## config.mk

```make
export PLATFORM = sky130hd
export DESIGN_NAME = gsc_rule_eval
export DESIGN_NICKNAME = d
export VERILOG_FILES = /design/src/rtl/gsc_pkg.sv /design/src/rtl/gsc_rule_eval.sv
export SDC_FILE = /design/constraint.sdc
export NUM_CORES = 1
export LEC_CHECK = 0
export ABC_AREA = 1
export ABC_CLOCK_PERIOD_IN_PS = 1160
export BUFFER_PORTS_ARGS = -buffer_cell sky130_fd_sc_hd__clkbuf_2
export CAP_MARGIN = 20
export CORE_AREA = 2 2 483 485
export DETAILED_ROUTE_END_ITERATION = 6
export DIE_AREA = 0 0 485 487
export GPL_ROUTABILITY_DRIVEN = 0
export PLACE_DENSITY = 0.3
export SETUP_SLACK_MARGIN = 0.5
export SYNTH_ARGS = -nofsm -noshare
export SYNTH_HDL_FRONTEND = slang
export SYNTH_SLANG_ARGS = --single-unit
export TNS_END_PERCENT = 30
```

## constraint.sdc

```tcl
create_clock -name vclk -period 1.16
set_input_delay 0.232 -clock vclk [all_inputs]
set_output_delay 0.232 -clock vclk [all_outputs]
set_load 0.01 [all_outputs]
```

## src/rtl/gsc_pkg.sv

```systemverilog
package gsc_pkg;
    localparam int NSEG   = 8;
    localparam int SEL_W  = 16;
    localparam int BASE_W = 64;
    localparam int LIM_W  = 32;
    localparam int AR_W   = 32;
    localparam int FLG_W  = 64;
    localparam int CODE_W = 5;
    localparam int NRULE  = 11;
    localparam int NDATA  = 6;   // CS..GS share the virtual-8086 rules

    localparam int SLOT_CS = 0, SLOT_SS = 1, SLOT_DS = 2, SLOT_ES = 3;
    localparam int SLOT_FS = 4, SLOT_GS = 5, SLOT_TR = 6, SLOT_LDTR = 7;

    localparam int FLG_V86_BIT  = 17;
    localparam int AR_UNUSE_BIT = 16;
    localparam int SEL_TI_BIT   = 2;
    localparam int EFER_LME_BIT = 8;
    localparam int EFER_LMA_BIT = 10;

    typedef enum logic [CODE_W-1:0] {
        CHK_OK        = 5'd0,
        CHK_MODE      = 5'd1,
        CHK_EFER_RSVD = 5'd2,
        CHK_EFER_LM   = 5'd3,
        CHK_TR_TI     = 5'd4,
        CHK_LDTR_TI   = 5'd5,
        CHK_SS_RPL    = 5'd6,
        CHK_V86_BASE  = 5'd7,
        CHK_CANON     = 5'd8,
        CHK_HIGH_BASE = 5'd9,
        CHK_V86_LIMIT = 5'd10,
        CHK_V86_AR    = 5'd11
    } chk_code_e;

    typedef enum logic [1:0] {
        ST_IDLE   = 2'd0,
        ST_CHECK  = 2'd1,
        ST_REPORT = 2'd2
    } st_e;
endpackage

```

## src/rtl/gsc_rule_eval.sv

```systemverilog
module gsc_rule_eval
    import gsc_pkg::*;
#(
    parameter int          ADDR_BITS      = 48,
    parameter logic [63:0] EFER_RSVD_MASK = 64'hFFFF_FFFF_FFFF_F2FE
) (
    input  logic [NSEG-1:0][SEL_W-1:0]  sel,
    input  logic [NSEG-1:0][BASE_W-1:0] base,
    input  logic [NSEG-1:0][LIM_W-1:0]  limit,
    input  logic [NSEG-1:0][AR_W-1:0]   ar,
    input  logic                        v86,
    input  logic                        lng,
    input  logic                        efer_load,
    input  logic [63:0]                 efer,
    output logic [NRULE:1]              viol
);
    localparam int HI_LSB = ADDR_BITS - 1;

    logic [NSEG-1:0]  usable, canon, hi_zero;
    logic [NDATA-1:0] base_bad, lim_bad, ar_bad;

    for (genvar g = 0; g < NSEG; g++) begin : g_seg
        assign usable[g]  = ~ar[g][AR_UNUSE_BIT];
        assign canon[g]   = (&base[g][BASE_W-1:HI_LSB]) | ~(|base[g][BASE_W-1:HI_LSB]);
        assign hi_zero[g] = ~(|base[g][BASE_W-1:32]);
    end

    for (genvar g = 0; g < NDATA; g++) begin : g_v86
        assign base_bad[g] = base[g] != {{(BASE_W-SEL_W-4){1'b0}}, sel[g], 4'b0000};
        assign lim_bad[g]  = limit[g] != 32'h0000_FFFF;
        assign ar_bad[g]   = ar[g] != 32'h0000_00F3;
    end

    always_comb begin
        viol = '0;
        viol[CHK_MODE]      = v86 & lng;
        viol[CHK_EFER_RSVD] = efer_load & (|(efer & EFER_RSVD_MASK));
        viol[CHK_EFER_LM]   = efer_load & ((efer[EFER_LME_BIT] != lng) | (efer[EFER_LMA_BIT] != lng));
        viol[CHK_TR_TI]     = sel[SLOT_TR][SEL_TI_BIT];
        viol[CHK_LDTR_TI]   = usable[SLOT_LDTR] & sel[SLOT_LDTR][SEL_TI_BIT];
        viol[CHK_SS_RPL]    = ~v86 & (sel[SLOT_SS][1:0] != sel[SLOT_CS][1:0]);
        viol[CHK_V86_BASE]  = v86 & (|base_bad);
        viol[CHK_CANON]     = ~canon[SLOT_TR] | ~canon[SLOT_FS] | ~canon[SLOT_GS]
                            | (usable[SLOT_LDTR] & ~canon[SLOT_LDTR]);
        viol[CHK_HIGH_BASE] = ~hi_zero[SLOT_CS]
                            | (usable[SLOT_SS] & ~hi_zero[SLOT_SS])
                            | (usable[SLOT_DS] & ~hi_zero[SLOT_DS])
                            | (usable[SLOT_ES] & ~hi_zero[SLOT_ES]);
        viol[CHK_V86_LIMIT] = v86 & (|lim_bad);
        viol[CHK_V86_AR]    = v86 & (|ar_bad);
    end
endmodule

```

==> results.ini <==
[sta]
setup_viol = 6
clock.fmax_mhz = 494.6
setup_tns_ps = -3819
whs_ps = 464.0
final_max_slew_viol_count = 0
setup_ws_ps = -862.0
finalHoldViolations = 0
min_period_ps = 2022
fin_crit_sh = 1.743
worst_pin_slew_ps = 459.6
grt_setup_unrepaired = yes
slew_headroom = 0.6927

[critical_path]
worstSetupPathType = input port to primary output
worst_path_max_delay_cell = nand3_1
timing.critical_path.mode_cell = nor2_1
start_kind = input port
end_kind = primary output
cp_max_fo = 2
path_cells = clkbuf_2, xor2_1, nor2_1, buf_4, nand2_1, nor2_1, nand3_1, nor2_1, a21oi_2, clkbuf_8
critPathArrivalTime_ps = 1790
worstPathRequired_ps = 930
slowest_delay_ps = 250

[synthesis]
synth-adder-area-share = 0
synth_cells = 994
synthMuxAreaShare = 0.002294
yosysWarnings = 0
synth-xor-area-share = 0.07026
ys_seq_area_frac = 0
synth_cell_types = 23
synthSimpleGateAreaFrac = 0.8153
synth.avg_cell_area_um2 = 4.389
synth_nets = 2213
synth-compound-area-share = 0.01061
synth_area_mm2 = 0.004363
synth_top_family_by_area = simple AND/OR/NAND/NOR gates

[power_and_ir_drop]
powerDensity_mw_per_mm2 = 211.1
p_leak_uw = 0.006630
ir_worst_vdd_uv = 82.92

[grt]
grt_max_degree = 4
antenna_found_initial = 96
overflow = 0
grt_pass1_vias = 10440
grt_pass1_wl_um = 92570
grt_usage = 0.05933

[floorplan]
core_mm2 = 0.2314
die_w_um = 485
dieHeight_um = 487
top_level_ports = 1230
initial_utilization = 0.01885
fp.dieArea_mm2 = 0.2362
num_rows = 177

[finish]
regArea_um2 = 0
seq_cells = 0
layout_commonest_cell = clkbuf_2
fin_cells = 5118
area_growth_pct = 228.1
clock_buffers = 0
drive_gt1_frac = 0.5512
nets = 3280
fillCellCount = 27660
layout_common_cells = clkbuf_2, nor2_1, nand2_1

[place]
numPlacedInstances = 5102
dpl.hpwl_um = 73530
io_buffers = 975

[route]
ant_nets = 0
vias = 10690
drt_wl_total_um = 75400
via_per_inst = 2.089
routedWlPerCell_um = 14.73
firstDrtPassIters = 5
drc = 0
drtIter0Drc = 392

[run_status]
status = finished, violations left
violations = negative setup slack

[hold_path]
hold_end = viol[4]
min-delay-start = sel[98]
hold_depth = 0
min_path_type = input port to primary output

[job]
drv_cap = 0

[clock_tree]
ctsHoldBuffers = 0

[worst max path at each step]
| stage | endpoint | from | slack [ps] | cells past startpoint |
|---|---|---|---|---|
| after floorplan | viol[8] | base[303] | -60 | 6 |
| after global placement | viol[7] | base[285] | -1270 | 11 |
| after detailed placement | viol[7] | base[285] | -1230 | 11 |
| after CTS | viol[7] | base[154] | -1030 | 11 |
| after global routing | viol[7] | base[150] | -1040 | 11 |
| final | viol[7] | sel[83] | -860 | 10 |
[metal layers]
metal,share of wire,track usage,up-vias
met5,0.0020,0,-
met4,0.036,0.01381,26
met3,0.078,0.01487,180
met2,0.52,0.1156,739
met1,0.36,0.06291,4419
li1,-,-,5329
[metrics by stage]
step                      total power [µW]  worst slack [ps]  area, µm²     util
after floorplan                      692.5            -59.65       4389        -
after global placement                2961             -1265      13850  0.05987
after detailed placement              2967             -1229      13850  0.05987
after CTS                             3033             -1033      14110  0.06097
after global routing                  3363             -1044      14310  0.06182
final                                 3022            -862.0      14320  0.06186
[critical path: cells and delay by family]
family	cells	cell delay (ps)
simple gates	5	880
buf+inv	3	460
xor+xnor	1	150
compound gates	1	80
[cell usage after synthesis]
| cell type | instances | area [µm²] |
|---|---|---|
| and2_0 | 1 | 6.260 |
| o21ai_0 | 1 | 5.000 |
| mux2i_1 | 1 | 10.01 |
| nor2_2 | 2 | 12.51 |
| a21oi_1 | 5 | 25.02 |
| nand3b_1 | 5 | 37.54 |
| or3_1 | 1 | 6.260 |
| nor3_1 | 12 | 60.06 |
| nand3_1 | 22 | 110.1 |
| and3_1 | 1 | 6.260 |
| nand4_1 | 68 | 425.4 |
| xnor2_1 | 25 | 219.0 |
| inv_1 | 116 | 435.4 |
| or2_1 | 1 | 6.260 |
| nor4_1 | 60 | 375.4 |
| o221ai_1 | 1 | 8.760 |
| buf_4 | 1 | 7.510 |
| nor2_1 | 354 | 1329 |
| xor2_1 | 10 | 87.58 |
| nor3_2 | 1 | 10.01 |
| o21a_1 | 1 | 7.510 |
| nand2_1 | 294 | 1104 |
| or2_2 | 11 | 68.82 |
[logic make-up (layout without fill, tap and decap cells)]
family          count (synthesis)  after routing
mux                             1              1
other cells                     0             16
buf+inv                       117           1182
xor+xnor                       35             35
compound gates                  8              8
simple gates                  833            833
[report_power, final]
group / internal, µW / switching, µW
Sequential: 0 / 0
Combinational: 1710 / 1310
Clock: 0.00193 / 0
[timing repair]
action                     in CTS  in global routing
setup endpoints to repair      10                 10
resized for setup              61                 44
cloned                          0                  0
pin swaps                      16                 19
setup buffers                   0                  0
[cell type report]
cell class / instances / area (µm²) / share of cell area
Inverter: 116 / 435.4 / 0.03041
Timing Repair Buffer: 1066 / 5809 / 0.4058
Multi-Input combinational cell: 877 / 4224 / 0.2951
Antenna cell: 16 / 40.04 / 0.002797
Tap cell: 3043 / 3807 / 0.2660
(Power assumes the default switching activity.)
